--- src/rtl/sot_pkg.sv ---
package sot_pkg;
   localparam int SEQ_W = 32;
   typedef logic [SEQ_W-1:0] seq_t;

   localparam seq_t POISON_ZERO = 32'h0000_0000;
   localparam seq_t POISON_ONES = 32'hFFFF_FFFF;
   localparam seq_t POISON_MARK = 32'hDEAD_BEEF;

   // values treated as evidence of a runaway writer
   function automatic logic seq_is_poison(input seq_t v);
      return (v == POISON_ZERO) || (v == POISON_ONES) || (v == POISON_MARK);
   endfunction
endpackage

--- src/rtl/sot_prio_arb.sv ---
module sot_prio_arb #(
   parameter int N = 4,
   localparam int IW = (N > 1) ? $clog2(N) : 1
) (
   input  logic [N-1:0]  req,
   input  logic          en,
   output logic [N-1:0]  gnt,
   output logic [IW-1:0] idx,
   output logic          any
);
   // lowest index wins: scan from the top so the last hit is the lowest
   always_comb begin
      gnt = '0;
      idx = '0;
      any = 1'b0;
      for (int i = N - 1; i >= 0; i--) begin
         if (en && req[i]) begin
            gnt    = '0;
            gnt[i] = 1'b1;
            idx    = IW'(i);
            any    = 1'b1;
         end
      end
   end
endmodule

--- src/rtl/sot_log_fifo.sv ---
module sot_log_fifo #(
   parameter int W     = 8,
   parameter int DEPTH = 16,
   localparam int AW   = $clog2(DEPTH),
   localparam int LW   = AW + 1
) (
   input  logic          clk,
   input  logic          rst_n,
   input  logic          push,
   input  logic [W-1:0]  din,
   input  logic          pop,
   output logic [W-1:0]  dout,
   output logic          valid,
   output logic          full,
   output logic [LW-1:0] level
);
   generate
      if (DEPTH < 2 || (DEPTH & (DEPTH - 1)) != 0) begin : g_bad_depth
         $error("sot_log_fifo: DEPTH must be a power of two, at least 2");
      end
   endgenerate

   logic [W-1:0]  mem [DEPTH];
   logic [AW-1:0] wr_ptr, rd_ptr;
   logic [LW-1:0] cnt;
   logic          do_push, do_pop;

   assign valid   = (cnt != '0);
   assign full    = (cnt == LW'(DEPTH));
   assign do_push = push && !full;
   assign do_pop  = pop && valid;
   assign dout    = mem[rd_ptr];
   assign level   = cnt;

   always_ff @(posedge clk) begin
      if (do_push) mem[wr_ptr] <= din;
   end

   always_ff @(posedge clk) begin
      if (!rst_n) begin
         wr_ptr <= '0;
         rd_ptr <= '0;
         cnt    <= '0;
      end else begin
         if (do_push) wr_ptr <= wr_ptr + 1'b1;
         if (do_pop)  rd_ptr <= rd_ptr + 1'b1;
         case ({do_push, do_pop})
            2'b10:   cnt <= cnt + 1'b1;
            2'b01:   cnt <= cnt - 1'b1;
            default: cnt <= cnt;
         endcase
      end
   end
endmodule

--- src/rtl/sot_table.sv ---
module sot_table
   import sot_pkg::*;
#(
   parameter int N_ENG    = 4,
   parameter int HANDLE_W = 4,
   parameter int VMID_W   = 4,
   localparam int ENG_W   = (N_ENG > 1) ? $clog2(N_ENG) : 1,
   localparam int NUM     = 1 << HANDLE_W
) (
   input  logic                      clk,
   input  logic                      rst_n,
   input  logic                      we,
   input  logic [HANDLE_W-1:0]       w_handle,
   input  seq_t                      w_value,
   input  logic [ENG_W-1:0]          w_eng,
   input  logic [VMID_W-1:0]         w_vmid,
   output seq_t                      cur_value,
   input  logic [HANDLE_W-1:0]       rd_handle,
   output seq_t                      rd_value,
   output logic [ENG_W-1:0]          rd_eng,
   output logic [VMID_W-1:0]         rd_vmid,
   input  logic [N_ENG-1:0]          wait_valid,
   input  logic [N_ENG*HANDLE_W-1:0] wait_handle,
   input  logic [N_ENG*SEQ_W-1:0]    wait_seq,
   output logic [N_ENG-1:0]          wait_done
);
   seq_t              vals      [NUM];
   logic [ENG_W-1:0]  last_eng  [NUM];
   logic [VMID_W-1:0] last_vmid [NUM];

   always_ff @(posedge clk) begin
      if (!rst_n) begin
         for (int i = 0; i < NUM; i++) begin
            vals[i]      <= '0;
            last_eng[i]  <= '0;
            last_vmid[i] <= '0;
         end
      end else if (we) begin
         vals[w_handle]      <= w_value;
         last_eng[w_handle]  <= w_eng;
         last_vmid[w_handle] <= w_vmid;
      end
   end

   assign cur_value = vals[w_handle];
   assign rd_value  = vals[rd_handle];
   assign rd_eng    = last_eng[rd_handle];
   assign rd_vmid   = last_vmid[rd_handle];

   // one comparator per engine: the wait is released once the target is reached
   generate
      for (genvar g = 0; g < N_ENG; g++) begin : g_wait
         logic [HANDLE_W-1:0] wh;
         seq_t                ws;
         assign wh           = wait_handle[g*HANDLE_W +: HANDLE_W];
         assign ws           = wait_seq[g*SEQ_W +: SEQ_W];
         assign wait_done[g] = wait_valid[g] && (vals[wh] >= ws);
      end
   endgenerate
endmodule

--- src/rtl/sync_obj_table.sv ---
module sync_obj_table
   import sot_pkg::*;
#(
   parameter int N_ENG     = 4,
   parameter int HANDLE_W  = 4,
   parameter int VMID_W    = 4,
   parameter int LOG_DEPTH = 16,
   parameter int OVF_W     = 16,
   localparam int ENG_W    = (N_ENG > 1) ? $clog2(N_ENG) : 1,
   localparam int NVMID    = 1 << VMID_W,
   localparam int LVL_W    = $clog2(LOG_DEPTH) + 1
) (
   input  logic                      clk,
   input  logic                      rst_n,
   input  logic [N_ENG-1:0]          sig_valid,
   output logic [N_ENG-1:0]          sig_ready,
   input  logic [N_ENG*HANDLE_W-1:0] sig_handle,
   input  logic [N_ENG*32-1:0]       sig_value,
   input  logic [N_ENG*VMID_W-1:0]   sig_vmid,
   input  logic [N_ENG-1:0]          wait_valid,
   input  logic [N_ENG*HANDLE_W-1:0] wait_handle,
   input  logic [N_ENG*32-1:0]       wait_seq,
   output logic [N_ENG-1:0]          wait_done,
   input  logic [HANDLE_W-1:0]       rd_handle,
   output logic [31:0]               rd_value,
   output logic [ENG_W-1:0]          rd_eng,
   output logic [VMID_W-1:0]         rd_vmid,
   input  logic                      check_en,
   input  logic [NVMID-1:0]          wr_allow,
   output logic                      log_valid,
   input  logic                      log_ready,
   output logic [ENG_W-1:0]          log_eng,
   output logic [VMID_W-1:0]         log_vmid,
   output logic [HANDLE_W-1:0]       log_handle,
   output logic [31:0]               log_value,
   output logic                      log_viol,
   output logic                      log_denied,
   output logic [OVF_W-1:0]          ovf_cnt
);
   localparam int REC_W = ENG_W + VMID_W + HANDLE_W + SEQ_W + 2;

   generate
      if (N_ENG < 2 || N_ENG > 64) begin : g_bad_eng
         $error("sync_obj_table: N_ENG must lie in 2..64");
      end
      if (HANDLE_W < 1 || HANDLE_W > 10) begin : g_bad_handle
         $error("sync_obj_table: HANDLE_W must lie in 1..10");
      end
      if (VMID_W < 1 || VMID_W > 8) begin : g_bad_vmid
         $error("sync_obj_table: VMID_W must lie in 1..8");
      end
      if (OVF_W < 1) begin : g_bad_ovf
         $error("sync_obj_table: OVF_W must be positive");
      end
   endgenerate

   // per-engine views of the flat request buses
   logic [HANDLE_W-1:0] e_handle [N_ENG];
   seq_t                e_value  [N_ENG];
   logic [VMID_W-1:0]   e_vmid   [N_ENG];

   generate
      for (genvar g = 0; g < N_ENG; g++) begin : g_unpack
         assign e_handle[g] = sig_handle[g*HANDLE_W +: HANDLE_W];
         assign e_value[g]  = sig_value[g*SEQ_W +: SEQ_W];
         assign e_vmid[g]   = sig_vmid[g*VMID_W +: VMID_W];
      end
   endgenerate

   logic [N_ENG-1:0]    gnt;
   logic [ENG_W-1:0]    gnt_idx;
   logic                gnt_any;
   logic                log_full;
   logic [LVL_W-1:0]    log_level;

   sot_prio_arb #(.N(N_ENG)) arb_i (
      .req (sig_valid),
      .en  (!log_full),
      .gnt (gnt),
      .idx (gnt_idx),
      .any (gnt_any)
   );

   assign sig_ready = gnt;

   // selected request
   logic [HANDLE_W-1:0] s_handle;
   seq_t                s_value;
   logic [VMID_W-1:0]   s_vmid;
   seq_t                s_old;
   logic                s_viol, s_denied;

   assign s_handle = e_handle[gnt_idx];
   assign s_value  = e_value[gnt_idx];
   assign s_vmid   = e_vmid[gnt_idx];
   assign s_viol   = (s_value < s_old) || seq_is_poison(s_value);
   assign s_denied = check_en && !wr_allow[s_vmid];

   sot_table #(
      .N_ENG    (N_ENG),
      .HANDLE_W (HANDLE_W),
      .VMID_W   (VMID_W)
   ) table_i (
      .clk         (clk),
      .rst_n       (rst_n),
      .we          (gnt_any && !s_denied),
      .w_handle    (s_handle),
      .w_value     (s_value),
      .w_eng       (gnt_idx),
      .w_vmid      (s_vmid),
      .cur_value   (s_old),
      .rd_handle   (rd_handle),
      .rd_value    (rd_value),
      .rd_eng      (rd_eng),
      .rd_vmid     (rd_vmid),
      .wait_valid  (wait_valid),
      .wait_handle (wait_handle),
      .wait_seq    (wait_seq),
      .wait_done   (wait_done)
   );

   logic [REC_W-1:0] rec_in, rec_out;
   assign rec_in = {gnt_idx, s_vmid, s_handle, s_value, s_viol, s_denied};

   sot_log_fifo #(.W(REC_W), .DEPTH(LOG_DEPTH)) log_i (
      .clk   (clk),
      .rst_n (rst_n),
      .push  (gnt_any),
      .din   (rec_in),
      .pop   (log_ready),
      .dout  (rec_out),
      .valid (log_valid),
      .full  (log_full),
      .level (log_level)
   );

   assign {log_eng, log_vmid, log_handle, log_value, log_viol, log_denied} = rec_out;

   always_ff @(posedge clk) begin
      if (!rst_n)                     ovf_cnt <= '0;
      else if (log_full && |sig_valid) ovf_cnt <= ovf_cnt + 1'b1;
   end
endmodule

--- config.mk ---
export PLATFORM = sky130hd
export DESIGN_NAME = sync_obj_table
export DESIGN_NICKNAME = d
export VERILOG_FILES = /design/src/rtl/sot_pkg.sv /design/src/rtl/sot_prio_arb.sv /design/src/rtl/sot_log_fifo.sv /design/src/rtl/sot_table.sv /design/src/rtl/sync_obj_table.sv
export SDC_FILE = /design/constraint.sdc
export NUM_CORES = 2
export LEC_CHECK = 0
export ABC_CLOCK_PERIOD_IN_PS = 24400
export BUFFER_PORTS_ARGS = -buffer_cell sky130_fd_sc_hd__clkbuf_2
export CORE_MARGIN = 4
export CORE_UTILIZATION = 30
export CTS_CLUSTER_SIZE = 16
export DETAILED_ROUTE_END_ITERATION = 6
export GPL_ROUTABILITY_DRIVEN = 1
export SYNTH_ARGS = -nofsm -noshare
export SYNTH_HDL_FRONTEND = slang
export SYNTH_SLANG_ARGS = --single-unit
--- constraint.sdc ---
create_clock -name clk -period 24.4 [get_ports clk]
set_input_delay 7.32 -clock clk [delete_from_list [all_inputs] [get_ports clk]]
set_output_delay 7.32 -clock clk [all_outputs]
set_load 0.01 [all_outputs]
Yosys cells after proc, flatten, opt, wreduce, memory -nomap -nowiden. Memories as Yosys holds them, arrays and structs flattened. A register that Yosys moved wholly into a read port is not among the register bits. Cells that the tools add are included.

Bits in registers: 29. RAM bits: 1312. Input bits: 336. Output and inout bits: 107. Word-level logic and storage cells: 93. Memories: 4.

Add/sub/neg operators: 5. Magnitude comparators: 7. Eq/ne operators: 5. Muxes and demuxes: 41. Bitwise gates (word level): 1. Reduce and logical (&&, ||, !) cells: 26.

Memory list: log_i.mem (words 16, width 44, rd ports 1, clocked after Yosys merged registers in 1, write ports 1, line sot_log_fifo.sv:23) `logic [W-1:0] mem [DEPTH];`; table_i.vals (words 16, width 32, rd ports 6, clocked after Yosys merged registers in 0, write ports 16, line sot_table.sv:27) `seq_t vals [NUM];`; table_i.last_vmid (words 16, width 4, rd ports 1, clocked after Yosys merged registers in 0, write ports 16, line sot_table.sv:29) `logic [VMID_W-1:0] last_vmid [NUM];`; table_i.last_eng (words 16, width 2, rd ports 1, clocked after Yosys merged registers in 0, write ports 16, line sot_table.sv:28) `logic [ENG_W-1:0] last_eng [NUM];`.

Operators with widths (count): $ge 32x32->1 (4); $mux 32 (3); $bmux 32 s2 (1); $eq 32x32->1 const B (2); $mux 4 (14); $logic_not 32->1 (1); $lt 32x32->1 (1); $reduce_or 32->1 (1); $add 16x1->16 const B (1); $bmux 4 s2 (2); $mux 1 (14); $logic_and 1x1->1 (13); $mux 2 (5); $pmux 5 s2 (1); $add 4x1->4 const B (2); $reduce_or 4->1 (2); $add 5x1->5 const B (1); $eq 5x5->1 const B (1); $lt 4x5->1 const B (1); $reduce_bool 5->1 (1); $sub 5x1->5 const B (1); $bmux 1 s4 (1); $ge 3x3->1 const B (1); $logic_not 1->1 (3); 6 further kinds (8).

Logic depth before layout (Yosys ltp).
Depth after elaboration: 22. Gate-level depth with buffers: 26. Depth with buffers taken out: 23.

Hierarchy. From an unflattened synthesis, not the netlist that was laid out.

Cells, all modules: 4394. Area, all modules: 79693.9 µm².

Modules (own cells, without submodules): sot_table (times used 1, cells an instance 3002, area an instance 49200.9 µm², seq. area each 18257.5 µm²); sot_log_fifo (times used 1, cells an instance 1095, area an instance 27541.4 µm², seq. area each 21480.6 µm²); sync_obj_table (times used 1, cells an instance 284, area an instance 2877.8 µm², seq. area each 320.3 µm²); sot_prio_arb (times used 1, cells an instance 13, area an instance 73.8 µm², seq. area each 0.0 µm²).

Worst setup path after synthesis. No wires, ideal clock.

Path kind: input -> output. Start point: in wait_handle[4]. End point: out wait_done[1]. Arrival time: 10976 ps. Data required time: 17080 ps. Path slack: 6104 ps. Stages on the path: 10. Path buffers: 2. Cells stage by stage: clkbuf_1 buf_1 mux4_2 mux4_2 ha_1 nand4_1 or4_1 o21bai_1 a21oi_1 o41ai_1.

Word-level cells in the longest chain between the ends: 3.

Ends and longest elaborated chain: from (decl) (line sync_obj_table.sv:21) `input logic [N_ENG*HANDLE_W-1:0] wait_handle,`; $mem_v2 16x32; $ge 32x32->1 (line sot_table.sv:57) `assign wait_done[g] = wait_valid[g] && (vals[wh] >= ws);`; $logic_and 1x1->1 (line sot_table.sv:57); to (decl) (line sync_obj_table.sv:23) `output logic [N_ENG-1:0] wait_done,`.

Every way passes these cells.

Worst setup path in the final report.
Start point: in wait_handle[8]. End point: out wait_done[2].

The elaborated chain is that of the path after synthesis.

==> impl_metrics.py <==
metrics = {
    "route": {
        "avgRoutedWirePerCell_um": 34.7,
        "drt_first_pass_iters": 7,
        "avgViaCountPerCell": 6.11,
        "vias": 54700,
        "drc_errors": 0,
        "wl_mm": 311,
        "initialDrtViolationCount": 8165,
        "ant_nets": 0,
    },
    "clock_network": {
        "numCtsBuffers": 152,
        "postCtsSetupBuffers": 0,
        "cts_tree": "yes",
        "clock-root-buffer": "clkbuf_16",
        "clock_latency_ns": 0.84,
        "cts_max_level": 4,
        "clockBufferDepth": 3,
        "clk_pin_slew_ns": 0.05,
        "cts.sinks": 1345,
        "cts-resized-gates": 0,
        "ctsHoldBuffers": 0,
    },
    "power_and_ir_drop": {
        "power.share.clock_pct": 34.6,
        "switching_power_mw": 2.02,
        "swShare_pct": 30.5,
        "seq_power_share_pct": 41.5,
        "power_density_nw_per_um2": 73.5,
        "p_int_mw": 4.62,
        "power_leakage_nw": 31.7,
        "peakVddDrop_mv": 0.0940,
        "pwr-share-comb_pct": 23.9,
    },
    "sta": {
        "slew-limit-headroom_pct": 23.0,
        "setup_violations": 0,
        "fmaxAchievable_mhz": 49.1,
        "finClkSkew_ns": 0.0322,
        "setup-tns-final_ns": 0,
        "slew_violations": 0,
        "finalHoldViolCount": 0,
        "setup_slack_ns": 4.01,
        "fin_crit_sh_pct": 83.6,
        "final.min_clock_period_ns": 20.39,
        "rsz0062_at_grt": "no",
        "worst_pin_slew_ns": 1.15,
    },
    "floorplan": {
        "dieWidth_um": 522,
        "die_y_um": 522,
        "dieArea_um2": 273000,
        "core_area_um2": 263000,
        "ios": 443,
        "row_count": 188,
        "initial_utilization_pct": 30.2,
    },
    "logic_synthesis": {
        "syn_area_per_cell_um2": 15.7,
        "synthMuxAreaShare_pct": 33.4,
        "syn_inst": 5050,
        "synth.distinct_cells": 62,
        "synth-xor-area-share_pct": 0.243,
        "ys.flop_type": "edfxtp_1",
        "async_reset_ff_share_pct": 0,
        "synth-seq-cells": 1345,
        "yosys.area_share.simple_pct": 6.03,
        "syn_nets": 5556,
        "synth_compound_area_share_pct": 3.99,
        "synth_edf_count": 1312,
        "synth_area_um2": 79400,
        "synthAdderAreaFrac_pct": 2.69,
        "synth_top_family_by_area": "multiplexers",
        "synth_warnings": 0,
        "yosysSeqAreaShare_pct": 50.5,
    },
    "placement": {
        "place_worst_setup_slack_ns": 4.01,
        "port_buffers": 442,
        "dp_hpwl_mm": 191,
        "place.gp.congestion": 0.881,
    },
    "global_routing": {
        "grt_usage_pct": 22.2,
        "antenna_found_initial": 21,
        "grt_max_degree": 146,
        "grt_pass1_vias": 53300,
        "grt_pass1_wl_mm": 427,
        "globalRouteOverflowTotal": 0,
    },
    "worst_setup_path": {
        "crit_type": "in -> out",
        "arrival_ns": 13.07,
        "start_kind": "input pin",
        "cp-end-kind": "output port",
        "worstPathRequired_ns": 17.08,
        "worstPathMaxFanout": 50,
    },
    "outcome": {
        "status": "finished, final reports clean",
    },
    "flow_run": {
        "max_cap_violations": 0,
    },
    "finish": {
        "nets": 5818,
        "drive_gt1_share_pct": 36.1,
        "layout-area-overhead-vs-synth_pct": 13.9,
    },
    "worst_hold_path": {
        "hold_class": "reg -> reg",
    },
}
[synthesized netlist by cell type, drive strengths merged (3+ instances only)]
master,count,area [um^2]
a21oi,113,566
dfxtp,33,661
a31oi,4,25.0
nor2,649,2520
mux2,35,398
o21ai,39,203
and3,5,31.3
mux2i,244,2440
o31ai,4,35.0
buf,160,743
a211oi,161,1210
or4,6,60.1
nand4,45,282
or3,7,43.8
inv,181,679
and2,25,156
nand2,179,672
nor3,14,70.1
clkbuf,296,1110
xnor2,17,149
nand3,17,85.1
ha,169,2110
o21bai,3,22.5
edfxtp,1312,39400
xor2,5,43.8
mux4,1050,23600
a311oi,31,272
nor4,12,75.1
nand2b,11,68.8
a21boi,4,30.0
a2111oi,4,35.0
nor2b,109,682
o211ai,5,37.5
a21o,74,556
[worst max-delay path, cell delays in order]
cell and delay (ns):
clkbuf_8 0.47, buf_4 0.68, buf_4 0.87, mux4_2 0.59
mux4_2 0.49, ha_1 0.33, nand4_1 0.12, nor3_1 0.24
a21oi_1 0.29, o21ai_0 0.77, a221o_1 0.53, clkbuf_2 0.22
[final timing paths]
path	startpoint	to	slack [ns]	cells after the start
hold reg to reg	ovf_cnt[5]	ovf_cnt[5]	0.53	2
setup reg to reg	log_i.level[0]	log_i.mem[13][1]	15.47	21
setup / recovery	wait_handle[8]	wait_done[2]	4.01	12
hold / removal	ovf_cnt[5]	ovf_cnt[5]	0.53	2
[per-layer routing]
metal  global-route usage (%)  up-vias  share of wire [%]  routed length [um]
li1                         -    21100                  -                   -
met1                     28.9    28300                 37              114000
met2                     32.9     4391                 44              137000
met3                     7.57      876                 13               41900
met4                     11.5        8                6.0               18700
met5                        0        -              0.014                  43
[sequential cells by signal (all words and copies together), names as in the netlist, named ones only]
name               count
table_i.vals         512
log_i.level            5
ovf_cnt               16
log_i.wr_ptr           4
table_i.last_eng      32
log_i.mem            704
log_i.rd_ptr           4
table_i.last_vmid     64
[placed cells by master, fill, tap and decap left out, drive strengths merged, types with 63 or more instances in the layout]
cell type  netlist  routed
ha             169     169
a21o            74      74
nor2b          109     109
nor2           649     649
mux2i          244     244
a21oi          113     113
clkbuf         296     611
clkinv           2      63
nand2          179     179
buf            160     133
mux4          1050    1050
edfxtp        1312    1312
a211oi         161     161
inv            181     196
[kinds of logic (layout without fill, tap and decap cells)]
logic type | count (synthesis) | count (layout)
DFF | 1345 | 1345
AOI/OAI and AO/OA | 461 | 461
adders and majority gates | 170 | 170
other | 0 | 11
muxes | 1329 | 1329
buffers and inverters | 639 | 1020
xor gates and xnor gates | 22 | 22
and+or+nand+nor | 1084 | 1084
[power by group through the flow]
stage	registers, mW	clock network [mW]	logic, mW
finish	2.76	2.30	1.59
detailed placement	2.80	0	1.59
global route	2.77	2.43	1.68
floorplan	2.76	0	1.01
CTS	2.76	2.33	1.59
global placement	2.80	0	1.57
[through the flow]
stage               instance area (um^2)  instances  power (mW)  util [%]  hold slack (ns)
floorplan                          79400       5050        3.77         -            0.503
global route                       90400       8948        6.87      34.4            0.552
finish                             90400       8957        6.65      34.4            0.526
global placement                   85500       8673        4.37      32.5            0.487
CTS                                90400       8946        6.68      34.4            0.520
detailed placement                 85500       8673        4.39      32.5            0.515
[area by class of cell]
class | instances | area [um^2]
diodes | 11 | 27.5
clock inverters | 93 | 1020
fillers | 24900 | 172000
clock buffers | 180 | 3920
well taps | 3515 | 4400
repair buffers | 564 | 3250
flip-flops and latches | 1345 | 40100
multi-input cells | 3066 | 37000
inverters | 183 | 701
(Power assumes the default switching activity.)
